File: config.mk
export PLATFORM = sky130hd
export DESIGN_NAME = rac_row_sequencer
export DESIGN_NICKNAME = d
export VERILOG_FILES = /design/src/rtl/rac_pkg.sv /design/src/rtl/rac_row_timer.sv /design/src/rtl/rac_row_ptr.sv /design/src/rtl/rac_row_sequencer.sv
export SDC_FILE = /design/constraint.sdc
export NUM_CORES = 1
export LEC_CHECK = 0
export BUFFER_PORTS_ARGS = -buffer_cell sky130_fd_sc_hd__buf_4
export CAP_MARGIN = 25
export CORE_UTILIZATION = 45
export DETAILED_ROUTE_END_ITERATION = 7
export PLACE_DENSITY = 0.72
export REMOVE_ABC_BUFFERS = 1
export SLEW_MARGIN = 25
export SYNTH_ARGS = -nofsm -noshare
export SYNTH_HDL_FRONTEND = slang
export SYNTH_HIERARCHICAL = 1
export SYNTH_SLANG_ARGS = --single-unit
File: constraint.sdc
create_clock -name clk -period 4 [get_ports clk]
set_clock_uncertainty 0.1 [all_clocks]
set_input_delay 0.4 -clock clk [delete_from_list [all_inputs] [get_ports clk]]
set_output_delay 0.4 -clock clk [all_outputs]
set_load 0.005 [all_outputs]
File: src/rtl/rac_pkg.sv
package rac_pkg;

  // Operation attributes captured when a start is accepted.
  typedef struct packed {
    logic cue;   // fast scan at master-clock rate
    logic rec;   // record direction (stretches the first row)
  } op_cfg_t;

endpackage

File: src/rtl/rac_row_timer.sv
module rac_row_timer #(
  parameter int ROW_LEN = 1600,
  parameter int ROW_LOW = 200,
  parameter int CUE_LEN = 64,
  parameter int CUE_LOW = 8
) (
  input  logic clk,
  input  logic rst_n,
  input  logic clr,
  input  logic run,
  input  logic cue,
  input  logic stretch,
  input  logic sample_tick,
  output logic row_end,
  output logic low_phase
);

  localparam int NORM_MAX = ROW_LEN + ROW_LOW;
  localparam int MAX_LEN  = (NORM_MAX > CUE_LEN) ? NORM_MAX : CUE_LEN;
  localparam int CNT_W    = $clog2(MAX_LEN);

  logic [CNT_W-1:0] cnt_q, cnt_d;
  logic [CNT_W-1:0] limit, low_from;
  logic             step;

  always_comb begin
    if (cue) begin
      limit    = CNT_W'(CUE_LEN - 1);
      low_from = CNT_W'(CUE_LEN - CUE_LOW);
    end else if (stretch) begin
      limit    = CNT_W'(NORM_MAX - 1);
      low_from = CNT_W'(ROW_LEN);
    end else begin
      limit    = CNT_W'(ROW_LEN - 1);
      low_from = CNT_W'(ROW_LEN - ROW_LOW);
    end
  end

  assign step      = run & (cue | sample_tick);
  assign row_end   = step & (cnt_q == limit);
  assign low_phase = run & (cnt_q >= low_from);

  always_comb begin
    cnt_d = cnt_q;
    if (clr)          cnt_d = '0;
    else if (row_end) cnt_d = '0;
    else if (step)    cnt_d = cnt_q + CNT_W'(1);
  end

  always_ff @(posedge clk or negedge rst_n) begin
    if (!rst_n) cnt_q <= '0;
    else        cnt_q <= cnt_d;
  end

  // A row can only close while the clock is in its low phase.
  AST_END_IN_LOW: assert property (@(posedge clk) disable iff (!rst_n)
    row_end |-> low_phase) else $error("row end outside low phase");

endmodule

File: src/rtl/rac_row_ptr.sv
module rac_row_ptr #(
  parameter int ROWS  = 600,
  parameter int PTR_W = $clog2(ROWS)
) (
  input  logic             clk,
  input  logic             rst_n,
  input  logic             load,
  input  logic [PTR_W-1:0] load_val,
  input  logic             adv,
  output logic [PTR_W-1:0] ptr,
  output logic             at_last
);

  logic [PTR_W-1:0] ptr_q, ptr_d;

  always_comb begin
    ptr_d = ptr_q;
    if (load)     ptr_d = load_val;
    else if (adv) ptr_d = ptr_q + PTR_W'(1);
  end

  always_ff @(posedge clk or negedge rst_n) begin
    if (!rst_n) ptr_q <= '0;
    else        ptr_q <= ptr_d;
  end

  assign ptr     = ptr_q;
  assign at_last = (ptr_q == PTR_W'(ROWS - 1));

  AST_PTR_IN_RANGE: assert property (@(posedge clk) disable iff (!rst_n)
    !load |-> ({1'b0, ptr_q} < (PTR_W+1)'(ROWS))) else $error("pointer past array");

endmodule

File: src/rtl/rac_row_sequencer.sv
module rac_row_sequencer
  import rac_pkg::*;
#(
  parameter int ROWS      = 600,
  parameter int ROW_CELLS = 1600,
  parameter int ROW_LOW   = 200,
  parameter int CUE_LEN   = 64,
  parameter int CUE_LOW   = 8,
  localparam int PTR_W    = $clog2(ROWS)
) (
  input  logic             clk,
  input  logic             rst_n,
  input  logic             sample_tick,
  input  logic             start,
  input  logic             stop,
  input  logic             cue_mode,
  input  logic             rec_mode,
  input  logic             ignore_addr,
  input  logic [PTR_W-1:0] load_addr,
  input  logic             eom_mark,
  output logic             rac_drive_low,
  output logic [PTR_W-1:0] row_ptr,
  output logic             ovf,
  output logic             done
);

  logic    busy_q, busy_d;
  logic    first_q, first_d;
  logic    ovf_q, ovf_d;
  logic    done_q, done_d;
  op_cfg_t cfg_q, cfg_d;

  logic launch, halt, row_end, low_phase, at_last;
  logic stretch, adv_want, adv, hit_end, eom_stop;

  // Control decode
  assign launch   = start & ~busy_q;
  assign halt     = stop & busy_q;
  assign stretch  = cfg_q.rec & ~cfg_q.cue & first_q;
  assign adv_want = row_end & ~halt & (cfg_q.cue | ignore_addr);
  assign adv      = adv_want & ~at_last;
  assign hit_end  = adv_want & at_last;
  assign eom_stop = row_end & ~halt & cfg_q.cue & eom_mark & ~at_last;

  rac_row_timer #(
    .ROW_LEN (ROW_CELLS),
    .ROW_LOW (ROW_LOW),
    .CUE_LEN (CUE_LEN),
    .CUE_LOW (CUE_LOW)
  ) u_timer (
    .clk         (clk),
    .rst_n       (rst_n),
    .clr         (launch),
    .run         (busy_q),
    .cue         (cfg_q.cue),
    .stretch     (stretch),
    .sample_tick (sample_tick),
    .row_end     (row_end),
    .low_phase   (low_phase)
  );

  rac_row_ptr #(
    .ROWS  (ROWS),
    .PTR_W (PTR_W)
  ) u_ptr (
    .clk      (clk),
    .rst_n    (rst_n),
    .load     (launch & ~ignore_addr),
    .load_val (load_addr),
    .adv      (adv),
    .ptr      (row_ptr),
    .at_last  (at_last)
  );

  // Next state
  always_comb begin
    busy_d  = busy_q;
    first_d = first_q;
    ovf_d   = ovf_q;
    cfg_d   = cfg_q;
    done_d  = hit_end | eom_stop;
    if (launch) begin
      busy_d    = 1'b1;
      first_d   = 1'b1;
      ovf_d     = 1'b0;
      cfg_d.cue = cue_mode;
      cfg_d.rec = rec_mode;
    end else begin
      if (row_end)                     first_d = 1'b0;
      if (hit_end)                     ovf_d   = 1'b1;
      if (halt | hit_end | eom_stop)   busy_d  = 1'b0;
    end
  end

  // Registers
  always_ff @(posedge clk or negedge rst_n) begin
    if (!rst_n) begin
      busy_q  <= 1'b0;
      first_q <= 1'b0;
      ovf_q   <= 1'b0;
      done_q  <= 1'b0;
      cfg_q   <= '0;
    end else begin
      busy_q  <= busy_d;
      first_q <= first_d;
      ovf_q   <= ovf_d;
      done_q  <= done_d;
      cfg_q   <= cfg_d;
    end
  end

  assign rac_drive_low = low_phase;
  assign ovf           = ovf_q;
  assign done          = done_q;

  AST_DONE_SINGLE: assert property (@(posedge clk) disable iff (!rst_n)
    done |=> !done) else $error("done longer than one cycle");
  AST_OVF_HALTS: assert property (@(posedge clk) disable iff (!rst_n)
    ovf |-> !busy_q) else $error("running with overflow set");
  AST_IDLE_HOLD: assert property (@(posedge clk) disable iff (!rst_n)
    (!busy_q && !start) |=> $stable(row_ptr)) else $error("idle pointer moved");

endmodule

======== Word level (Yosys, flattened, before mapping) ========
Cells that the tools add are included.
Widths: inputs -> output; s select.
word-level totals
  input port bits ......................... 19
  output and inout bits ................... 13
  flip-flop bits (word level) ............. 27
operators by class
  reduce and logical (&&, ||, !) cells .... 5
  add/subtract/negate cells ............... 2
  $lt $le $gt $ge ......................... 1
  muxes and demuxes ....................... 15
  bitwise operators ....................... 25
  equal/unequal tests ..................... 2
operators with widths
  kind                   number
  $mux 11                5
  $mux 10                3
  $and 1x1->1            15
  $add 11x1->11 const B  1
  $eq 11x11->1           1
  $ge 11x11->1           1
  $add 10x1->10 const B  1
  $eq 10x10->1 const B   1
  $mux 9                 1
  $reduce_bool 2->1      4
  $mux 1                 6
  $not 1->1              5
  $or 1x1->1             5
  $reduce_bool 3->1      1

======== Depth between registers and ports, before layout ========
Gate-level depths: netlist of run 1.
  word-level depth ........................ 14
  gate-level depth with buffers ........... 13
  depth with buffers taken out ............ 12

======== Cells and area by module ========
Netlist of run 1, hierarchy kept.
modules (own cells, without submodules)
  module             cells an instance  instances  area each (um^2)  seq. area each (um^2)
  rac_row_timer      92                 1          850.8             275.3
  rac_row_ptr        69                 1          615.6             250.2
  rac_row_sequencer  32                 1          291.5             150.1

======== Worst setup path before layout of run 1 ========
OpenSTA, ideal clock, no wires.
  path type ............................... register to register
  from .................................... register cfg_q[1] (netlist name)
  to ...................................... register u_ptr.ptr_q[9], in the netlist u_ptr/ptr[9]
  path slack .............................. 0.688 ns
  path buffers ............................ 1
  arrival ................................. 3.143 ns
  cell stages (with the launch flop) ...... 12
  setup time .............................. 0.069 ns
  cells stage by stage .................... dfrtp_1 nor2_1 nand2b_4 or3b_4 a2111oi_4 a21boi_2 o21ai_0 nor2_1 buf_2 nand4_4 or4_1 nand3_1
between the ends
  word-level cells in the longest chain between the ends .. 11
RTL lines
  element                      RTL line                  RTL
  from (decl)                  rac_row_sequencer.sv:31   op_cfg_t cfg_q, cfg_d;
  from (signal assigned)       rac_row_sequencer.sv:108  cfg_q <= cfg_d;
  $not 1->1                    rac_row_sequencer.sv:39   assign stretch = cfg_q.rec & ~cfg_q.cue & first_q;
  $and 1x1->1 (2 in a row)     rac_row_sequencer.sv:39
  via stretch                  rac_row_sequencer.sv:34   logic stretch, adv_want, adv, hit_end, eom_stop;
  $mux 9                       rac_row_timer.sv:30       end else if (stretch) begin
  $mux 11                      rac_row_timer.sv:27       if (cue) begin
  $eq 11x11->1                 rac_row_timer.sv:40       assign row_end = step & (cnt_q == limit);
  $and 1x1->1                  rac_row_timer.sv:40
  via row_end                  rac_row_sequencer.sv:33   logic launch, halt, row_end, low_phase, at_last;
  $and 1x1->1 (2 in a row)     rac_row_sequencer.sv:40   assign adv_want = row_end & ~halt & (cfg_q.cue | ignore_addr);
  $and 1x1->1                  rac_row_sequencer.sv:41   assign adv = adv_want & ~at_last;
  via adv                      rac_row_sequencer.sv:34
  $reduce_bool 2->1 (no line)  n/a
  to (signal assigned)         rac_row_ptr.sv:24         else ptr_q <= ptr_d;
  to (decl)                    rac_row_ptr.sv:14         logic [PTR_W-1:0] ptr_q, ptr_d;
The timed path passes the listed nets, and every way through them passes these cells.
A chain may end at the register's enable or synchronous reset.

======== Worst setup path in the final report of run 1 ========
Ends and elaborated chain as after synthesis.

==> impl_metrics.toml, run 1 <==
[outcome]
status = "completed"

[clock_network]
cts.htree.levels = 1
clk_pin_slew_ns = 0.09
clock-sinks = 27
clockBufferDepth = 2
clock_latency_ns = 0.27
ctsResizeCount = 0
cts_post_setup_buffers_inserted = 0
cts_tree = "yes"
cts_root_buf = "clkbuf_8"
cts_buffers = 3

[sta]
setup_tns_ns = 0
final-setup-viol-count = 0
fmaxAchievable_mhz = 306
setup_slack_ns = 0.736
rsz0062_at_grt = "no"
post-route-period-util = 0.816
worst_slew_pin_slew_ns = 0.732
relSlewSlack = 0.499
holdWs_ns = 0.218
min_period_ns = 3.26
final-hold-violation-count = 0
drv_slew = 0

[critical_path]
cp_cell_sequence = "nor2_1 > nand2b_4 > or3b_4 > a2111oi_4 > a21boi_2 > o21ai_0 > nor2_1 > buf_4 > nand4_4 > or4_1 > nand3_1"
critPathKind = "flop to flop"
cpPeakStageDelay_ns = 0.53
r2r_cells = 11
rrSetupSlack_ns = 0.74
critPathBufInv = 1
crit_fanout = 13
arrival_ns = 3.37
cp_slowest_cell = "dfrtp_1"
cp_data_required_time_ns = 4.11
cp-end-kind = "flop"
reg2reg_to = "u_ptr/ptr[9]"
cp_top_family = "simple AND/OR/NAND/NOR gates"
setup.worst_path.start_class = "flop"
r2r-start = "cfg_q[1]"
crit_top_cell = "nor2_1"

[grt]
grt_pass1_wl_mm = 6.39
grt_antenna_before_repair = 0
gr-usage-all-layers = 0.198
gr-total-overflow = 0
grt_max_degree = 28
grt_pass1_vias = 1317

[power_and_ir_drop]
ir_worst_vdd_mv = 0.220
finalPower_mw = 0.726
leakage_nw = 0.911
p_per_area_nw_per_um2 = 346

[layout]
fill_cells = 343
synthToLayoutAreaGrowth_pct = 19.4
final_nets = 253
antenna_cells = 0
drive_gt1_frac = 0.209
stdcell_area_um2 = 2100

[worst_hold_path]
hp-start = "rec_mode"
min_path_cells = 3
hold_path_class = "input pin to flop"
hold_path_end = "cfg_q[0]"

[placement]
post_dp_cell_area_um2 = 2040
dpl_worst_slack_ns = 0.776
dp_hpwl_mm = 2.68
port_buffers = 31
gp_congestion = 0.789

[route]
drt_pass1_iterations = 4
totalWireLength_mm = 3.74
vias = 1486
post-route-drc-count = 0
wl_per_cell_um = 13.7
vias_per_cell = 5.44
ant_nets = 0
drt_iter0_markers = 71

[logic_synthesis]
syn_inst = 193
synth-seq-area-share = 0.384
synth_edf_count = 0
netlist_area_um2 = 1760
ys_seq_elements = 27
synth.avg_cell_area_um2 = 9.11
yosys_warnings = 6
synth_flop_cell = "dfrtp_1"
synthArstFlopShare = 1.00
yosysUniqueCellTypes = 44

[floorplan]
core_area_um2 = 3720
die_area_um2 = 4160
rows = 22
ios = 32
dieHeight_um = 64.5
die_w_um = 64.5
start_util = 0.473

[run]
maxCapViolCount = 0
[area by class of cell]
cell class / instances / area (um^2) / area share
Sequential cell: 27 / 676 / 0.322
Timing Repair Buffer: 35 / 265 / 0.126
Multi-Input combinational cell: 153 / 1030 / 0.491
Tap cell: 48 / 60.1 / 0.0286
Clock buffer: 4 / 45.0 / 0.0215
Inverter: 6 / 22.5 / 0.0107
[tightest hold or removal path, delay by kind of cell]
| kind | cells | cell delay (ns) |
|---|---|---|
| buf+inv | 1 | 0.07 |
| simple gates | 2 | 0.08 |
[worst max-delay path by stage]
stage,end,slack (ns),startpoint,depth (start not counted)
after floorplan,u_ptr/ptr[9],0.51,cfg_q[1],10
after global placement,u_ptr/ptr[9],0.83,cfg_q[1],11
after detailed placement,u_ptr/ptr[9],0.78,cfg_q[1],11
after CTS,u_ptr/ptr[9],0.75,cfg_q[1],11
after global routing,u_ptr/ptr[9],0.47,cfg_q[1],11
final,u_ptr/ptr[9],0.74,cfg_q[1],11
[routing by layer]
metal	vias up	wire (um)	part of all wire	track usage
met5	-	0	0	0
met4	0	17	0.0045	0.0417
met3	2	110	0.029	0.0423
met2	24	1600	0.43	0.287
met1	692	2010	0.54	0.298
li1	768	-	-	-
[layout by cell type (no fill, tap or decap), types with 2 or more instances in the layout]
cell	instances
and2b_1	2
inv_1	5
nor2_1	7
a211oi_1	2
clkbuf_8	3
ha_1	8
nor3_1	7
nor2b_1	9
o21ai_0	20
nor3b_1	2
dfrtp_1	27
nand2b_4	2
nand3_1	8
nand2_1	26
xnor2_1	2
xor2_1	9
o21a_1	2
o2111ai_1	6
nand3b_1	3
or3_1	3
or4_1	5
nand4_1	4
a21oi_1	4
buf_4	34
and3_1	4
[synth_stat cells (3+ instances only)]
cell type,instances,share of area
clkbuf_1,5,0.011
nand3_1,8,0.023
nand2_1,26,0.056
or3_1,3,0.011
nand4_1,4,0.014
nor3_1,7,0.020
a21oi_1,4,0.011
nand3b_1,3,0.013
xor2_1,9,0.045
o2111ai_1,6,0.030
or4_1,5,0.021
o21ai_0,20,0.057
nor2_1,7,0.015
nor2b_1,9,0.032
dfrtp_1,27,0.38
ha_1,8,0.057
and3_1,4,0.014
inv_1,5,0.011
[timing repair]
item,in CTS,in global routing
setup endpoints to repair,0,0
endpoints found under the hold margin,27,0
hold buffers,1,0
[through the flow]
step / std cells / utilization
2_1_floorplan: 186 / -
3_3_place_gp: 268 / 0.550
3_5_place_dp: 268 / 0.550
4_1_cts: 273 / 0.565
5_1_grt: 273 / 0.565
6_report: 273 / 0.565
[state kept, by name (all words and copies together), names as in the netlist]
signal / flops
busy_q: 1
cfg_q: 2
done: 1
first_q: 1
ovf: 1
u_ptr/ptr: 10
u_timer/cnt_q: 11
[kinds of logic (layout without fill, tap and decap cells)]
logic type	Yosys count	in the layout	synth area share
and+or+nand+nor	89	89	0.296
AOI/OAI and AO/OA	44	44	0.173
DFF	27	27	0.384
buffers and inverters	13	45	0.0292
xor gates and xnor gates	11	11	0.0548
adders and majority gates	8	8	0.0569
muxes	1	1	0.00569
[report_power, final]
part	total [mW]	internal, mW	switching [mW]
sequential	0.369	0.309	0.0603
clock	0.154	0.0714	0.0830
combinational	0.202	0.104	0.0985
total	0.726	0.484	0.242
Power figures use the tool's default switching activity.
==> run 2: changes to the inputs <==
--- a/config.mk
+++ b/config.mk
@@ -9,7 +9,7 @@
 export CAP_MARGIN = 25
 export CORE_UTILIZATION = 45
 export DETAILED_ROUTE_END_ITERATION = 7
-export PLACE_DENSITY = 0.72
+export PLACE_DENSITY = 0.74
 export REMOVE_ABC_BUFFERS = 1
 export SLEW_MARGIN = 25
 export SYNTH_ARGS = -nofsm -noshare
==> constraint.sdc (replaced) <==
create_clock -name clk -period 2.9 [get_ports clk]
set_clock_uncertainty 0.1 [all_clocks]
set_input_delay 0.29 -clock clk [delete_from_list [all_inputs] [get_ports clk]]
set_output_delay 0.29 -clock clk [all_outputs]
set_load 0.005 [all_outputs]
==> impl_metrics.toml, run 2 (synthesis results as in run 1) <==
[outcome]
status = "complete, but fails checks"
violations = "negative setup slack"

[route]
vias_per_cell = 5.69
post-route-drc-count = 0
drt_iter0_markers = 109
wl_per_cell_um = 14.0
drt_pass1_iterations = 4
ant_nets = 0
totalWireLength_mm = 4.02
vias = 1633

[layout]
final-seq-area_um2 = 677
multi_input_comb_area_um2 = 1060
final_nets = 267
antenna_cells = 0
fin_cells = 287
largest_reg_flops = 11
synthToLayoutAreaGrowth_pct = 27.3
largest_register = "u_timer/cnt_q"
utilization = 0.602
layout_commonest_cell = "buf_4"
drive_gt1_frac = 0.276
stdcell_area_um2 = 2240
layout_common_cells = "47 x buf_4, 26 x nand2_1, 26 x dfrtp_1"
fill_cells = 330

[sta]
min_period_ns = 2.92
setup_tns_ns = -0.0282
fmaxAchievable_mhz = 343
rsz0062_at_grt = "yes"
drv_slew = 0
final-hold-violation-count = 0
post-route-period-util = 1.01
setup_slack_ns = -0.0155
worst_slew_pin_slew_ns = 0.653
relSlewSlack = 0.553
final-setup-viol-count = 2

[grt]
gr-total-overflow = 0
busiest_layer = "met2"
grt_use_met1 = 0.300
grt_max_degree = 28
use_met2 = 0.353
grt_antenna_before_repair = 0
grt_pass1_vias = 1520
gr-usage-all-layers = 0.217
grt_pass1_wl_mm = 7.00
use_met3 = 0.0246

[placement]
post_dp_cell_area_um2 = 2120
gp_congestion = 0.838
dp_cells = 278
port_buffers = 31
dpl_worst_slack_ns = -0.109
dp_hpwl_mm = 2.87

[critical_path]
rrSetupSlack_ns = -0.02
critPathKind = "flop to flop"
cp-end-kind = "flop"
setup.worst_path.start_class = "flop"
reg2reg_to = "u_ptr/ptr[8]"
r2r-start = "cfg_q[1]"
crit_fanout = 8
r2r_cells = 12
arrival_ns = 3.03
cp_data_required_time_ns = 3.01

[clock_network]
cts_tree = "yes"
clock-sinks = 27
cts_buffers = 3
clk_pin_slew_ns = 0.09
clockBufferDepth = 2
cts_root_buf = "clkbuf_8"
cts.htree.levels = 1
clock_latency_ns = 0.27

[power_and_ir_drop]
ir_worst_vdd_mv = 0.364
leakage_nw = 0.985
p_per_area_nw_per_um2 = 473

[worst_hold_path]
min_path_cells = 3
hold_path_end = "cfg_q[0]"
hold_path_class = "input pin to flop"
hp-start = "rec_mode"

[run]
maxCapViolCount = 0

[floorplan]
ios = 32
core_area_um2 = 3720
rows = 22
die_w_um = 64.5
die_area_um2 = 4160
start_util = 0.473
dieHeight_um = 64.5
## run 2: per-stage QoR
| stage | power, mW | hold slack [ns] |
|---|---|---|
| floorplan | 0.668 | -0.106 |
| global placement | 0.815 | 0.124 |
| detailed placement | 0.824 | 0.126 |
| CTS | 1.05 | 0.0944 |
| global route | 1.14 | 0.104 |
| finish | 1.06 | 0.103 |
## run 2: where the power goes
part	internal [mW]	total (mW)	leakage, nW	switching, mW
Combinational	0.182	0.338	0.617	0.156
Clock	0.0983	0.209	0.0228	0.111
Sequential	0.427	0.511	0.345	0.0842
Total	0.707	1.06	0.985	0.351
## run 2: layout make-up
type	instances	area share
clock buffer	4	0.0201
multi-input combinational	153	0.473
inverter	6	0.0101
tap	48	0.0268
timing repair buffer	49	0.167
sequential	27	0.302
## run 2: worst max path at each step
| stage | to | depth (start not counted) | startpoint | slack (ns) |
|---|---|---|---|---|
| finish | u_ptr/ptr[8] | 12 | cfg_q[1] | -0.02 |
| detailed placement | u_ptr/ptr[9] | 11 | cfg_q[1] | -0.11 |
| global route | u_ptr/ptr[8] | 12 | cfg_q[1] | -0.16 |
| floorplan | u_ptr/ptr[9] | 10 | cfg_q[1] | -0.59 |
| CTS | u_ptr/ptr[7] | 11 | cfg_q[1] | 0.02 |
| global placement | u_ptr/ptr[9] | 11 | cfg_q[1] | -0.03 |
## run 2: repair_timing
action | in CTS | in global routing
endpoints found under the setup margin | 5 | 7
endpoints found under the hold margin | 27 | 0
pin swaps | 3 | 8
setup buffers | 1 | 3
resized for setup | 3 | 8
hold buffers | 1 | 0
## run 2: worst max-delay path: stages (launching register included)
cell and delay, ns:
dfrtp_2 0.45, buf_6 0.13, nand2b_4 0.15, ha_4 0.27
nand3b_1 0.15, a2111oi_4 0.36, a21boi_2 0.22, o21ai_1 0.08
nor2_1 0.09, buf_4 0.14, nand4_4 0.14, or4_1 0.49
nand3_1 0.08
## run 2: routing by layer
metal  up-vias  wire length, um
li1        801                -
met1       788             1860
met2        39             1950
met3         5              163
met4         0               47
met5         -                0
==> run 3: changes to the inputs <==
--- a/config.mk
+++ b/config.mk
@@ -7,9 +7,11 @@
 export LEC_CHECK = 0
 export BUFFER_PORTS_ARGS = -buffer_cell sky130_fd_sc_hd__buf_4
 export CAP_MARGIN = 25
-export CORE_UTILIZATION = 45
+export CELL_PAD_IN_SITES_DETAIL_PLACEMENT = 1
+export CELL_PAD_IN_SITES_GLOBAL_PLACEMENT = 1
+export CORE_UTILIZATION = 38
 export DETAILED_ROUTE_END_ITERATION = 7
-export PLACE_DENSITY = 0.74
+export PLACE_DENSITY = 0.81
 export REMOVE_ABC_BUFFERS = 1
 export SLEW_MARGIN = 25
 export SYNTH_ARGS = -nofsm -noshare
==> impl_metrics.toml, run 3 (synthesis results as in run 1) <==
[route]
drt_pass1_iterations = 4
totalWireLength_mm = 4.86
post-route-drc-count = 0
vias = 1659
drt_iter0_markers = 66
ant_nets = 0
wl_per_cell_um = 16.6
vias_per_cell = 5.66

[critical_path]
cp_cell_sequence = "buf_6 > nand2b_4 > ha_4 > nand3b_1 > a2111oi_4 > a21boi_4 > o21ai_1 > nor2_1 > buf_4 > nand4_4 > or4_4 > nand3_2"
arrival_ns = 3.03
cp_top_family = "simple AND/OR/NAND/NOR gates"
cp.depth = 12
critPathBufInv = 2
cp_slowest_cell = "dfrtp_2"
cpPeakStageDelay_ns = 0.46
cp-end-kind = "flop"
cp_data_required_time_ns = 3.02
crit_fanout = 6
critPathKind = "flop to flop"
setup.worst_path.start_class = "flop"
r2r_cells = 12

[floorplan]
die_area_um2 = 4900
die_w_um = 70.0
dieHeight_um = 70.0
core_area_um2 = 4410
start_util = 0.398
ios = 32
rows = 24

[grt]
grt_pass1_vias = 1748
grt_antenna_before_repair = 0
gr-total-overflow = 0
gr-usage-all-layers = 0.204
grt_max_degree = 28
grt_pass1_wl_mm = 8.02

[clock_network]
clock_latency_ns = 0.28
cts_tree = "yes"
cts.htree.levels = 1
clockBufferDepth = 2
cts_buffers = 3
clock-sinks = 27
cts_root_buf = "clkbuf_8"
clk_pin_slew_ns = 0.10

[layout]
largest_reg_flops = 11
antenna_cells = 0
layout_commonest_cell = "buf_4"
largest_register = "u_timer/cnt_q"
synthToLayoutAreaGrowth_pct = 30.2
final_nets = 269
fin_cells = 293
drive_gt1_frac = 0.299
layout_common_cells = "49 x buf_4, 26 x nand2_1, 26 x dfrtp_1"

[power_and_ir_drop]
clkPwrFrac = 0.206
netSwitchingPower_mw = 0.380
ir_worst_vdd_mv = 0.211
leakage_nw = 1.01
intPower_mw = 0.708
combPwrFrac = 0.321
p_per_area_nw_per_um2 = 476
finalPower_mw = 1.09
swShare = 0.349
pwr-share-seq = 0.472

[sta]
fmaxAchievable_mhz = 343
worst_slew_pin_slew_ns = 0.718
rsz0062_at_grt = "yes"
post-route-period-util = 1.00
relSlewSlack = 0.509
min_period_ns = 2.91
final-hold-violation-count = 0
final-setup-viol-count = 1
drv_slew = 0
setup_slack_ns = -0.0124
holdWs_ns = 0.102

[run]
maxCapViolCount = 0

[outcome]
status = "complete, but fails checks"
violations = "negative setup slack"

[worst_hold_path]
min_path_cells = 3
hold_path_class = "input pin to flop"

[placement]
dp_hpwl_mm = 3.37
dp_cells = 281
gp_congestion = 0.823
port_buffers = 31
==> run 3: power by group through the flow <==
stage,Sequential [mW],Combinational [mW],Clock [mW]
detailed placement,0.516,0.315,0
floorplan,0.500,0.168,0
global route,0.523,0.387,0.243
CTS,0.512,0.324,0.224
finish,0.514,0.350,0.225
global placement,0.515,0.302,0
==> run 3: timing repair <==
action	CTS	global route
pin swaps	3	9
setup endpoints to repair	7	8
hold buffers	1	0
gates cloned	0	0
endpoints found under the hold margin	27	0
resized for setup	6	14
setup buffers	3	4
==> run 3: worst paths after layout <==
check                      slack, ns     start           end
setup / recovery               -0.01  cfg_q[1]  u_ptr/ptr[7]
hold / removal                  0.10  rec_mode      cfg_q[0]
setup reg to reg               -0.01  cfg_q[1]  u_ptr/ptr[7]
hold reg to reg                 0.40  cfg_q[0]      cfg_q[0]
max in group asynchronous       2.05     rst_n      cfg_q[1]
min in group asynchronous       0.35     rst_n  u_ptr/ptr[0]
==> run 3: routing by layer <==
metal  track usage  routed length, um
met1         0.258               2190
met5             0                  0
met4        0.0644                 52
met3        0.0231                131
met2         0.362               2480
==> run 3: per-stage QoR <==
stage          setup slack [ns]   util  area, um^2  TNS (ns)
6_report                -0.0124  0.518        2290   -0.0124
5_1_grt                  -0.154  0.518        2290    -0.796
3_5_place_dp             -0.173  0.480        2120    -0.643
4_1_cts                 -0.0698  0.503        2220    -0.102
3_3_place_gp            -0.0540  0.480        2120   -0.0949
2_1_floorplan            -0.590      -        1730     -3.94
==> run 3: worst register-to-register path, stage by stage (launching register included) <==
cell and delay (ns):
dfrtp_2 0.46, buf_6 0.13, nand2b_4 0.15, ha_4 0.27, nand3b_1 0.13, a2111oi_4 0.38, a21boi_4 0.24, o21ai_1 0.08
nor2_1 0.10, buf_4 0.14, nand4_4 0.14, or4_4 0.45, nand3_2 0.09
==> run 3: cell type report <==
class | instances | area (um^2)
clock buffers | 4 | 45.0
inverters | 6 | 22.5
well taps | 52 | 65.1
flip-flops and latches | 27 | 677
repair buffers | 51 | 389
fillers | 522 | 2130
multi-input cells | 153 | 1090
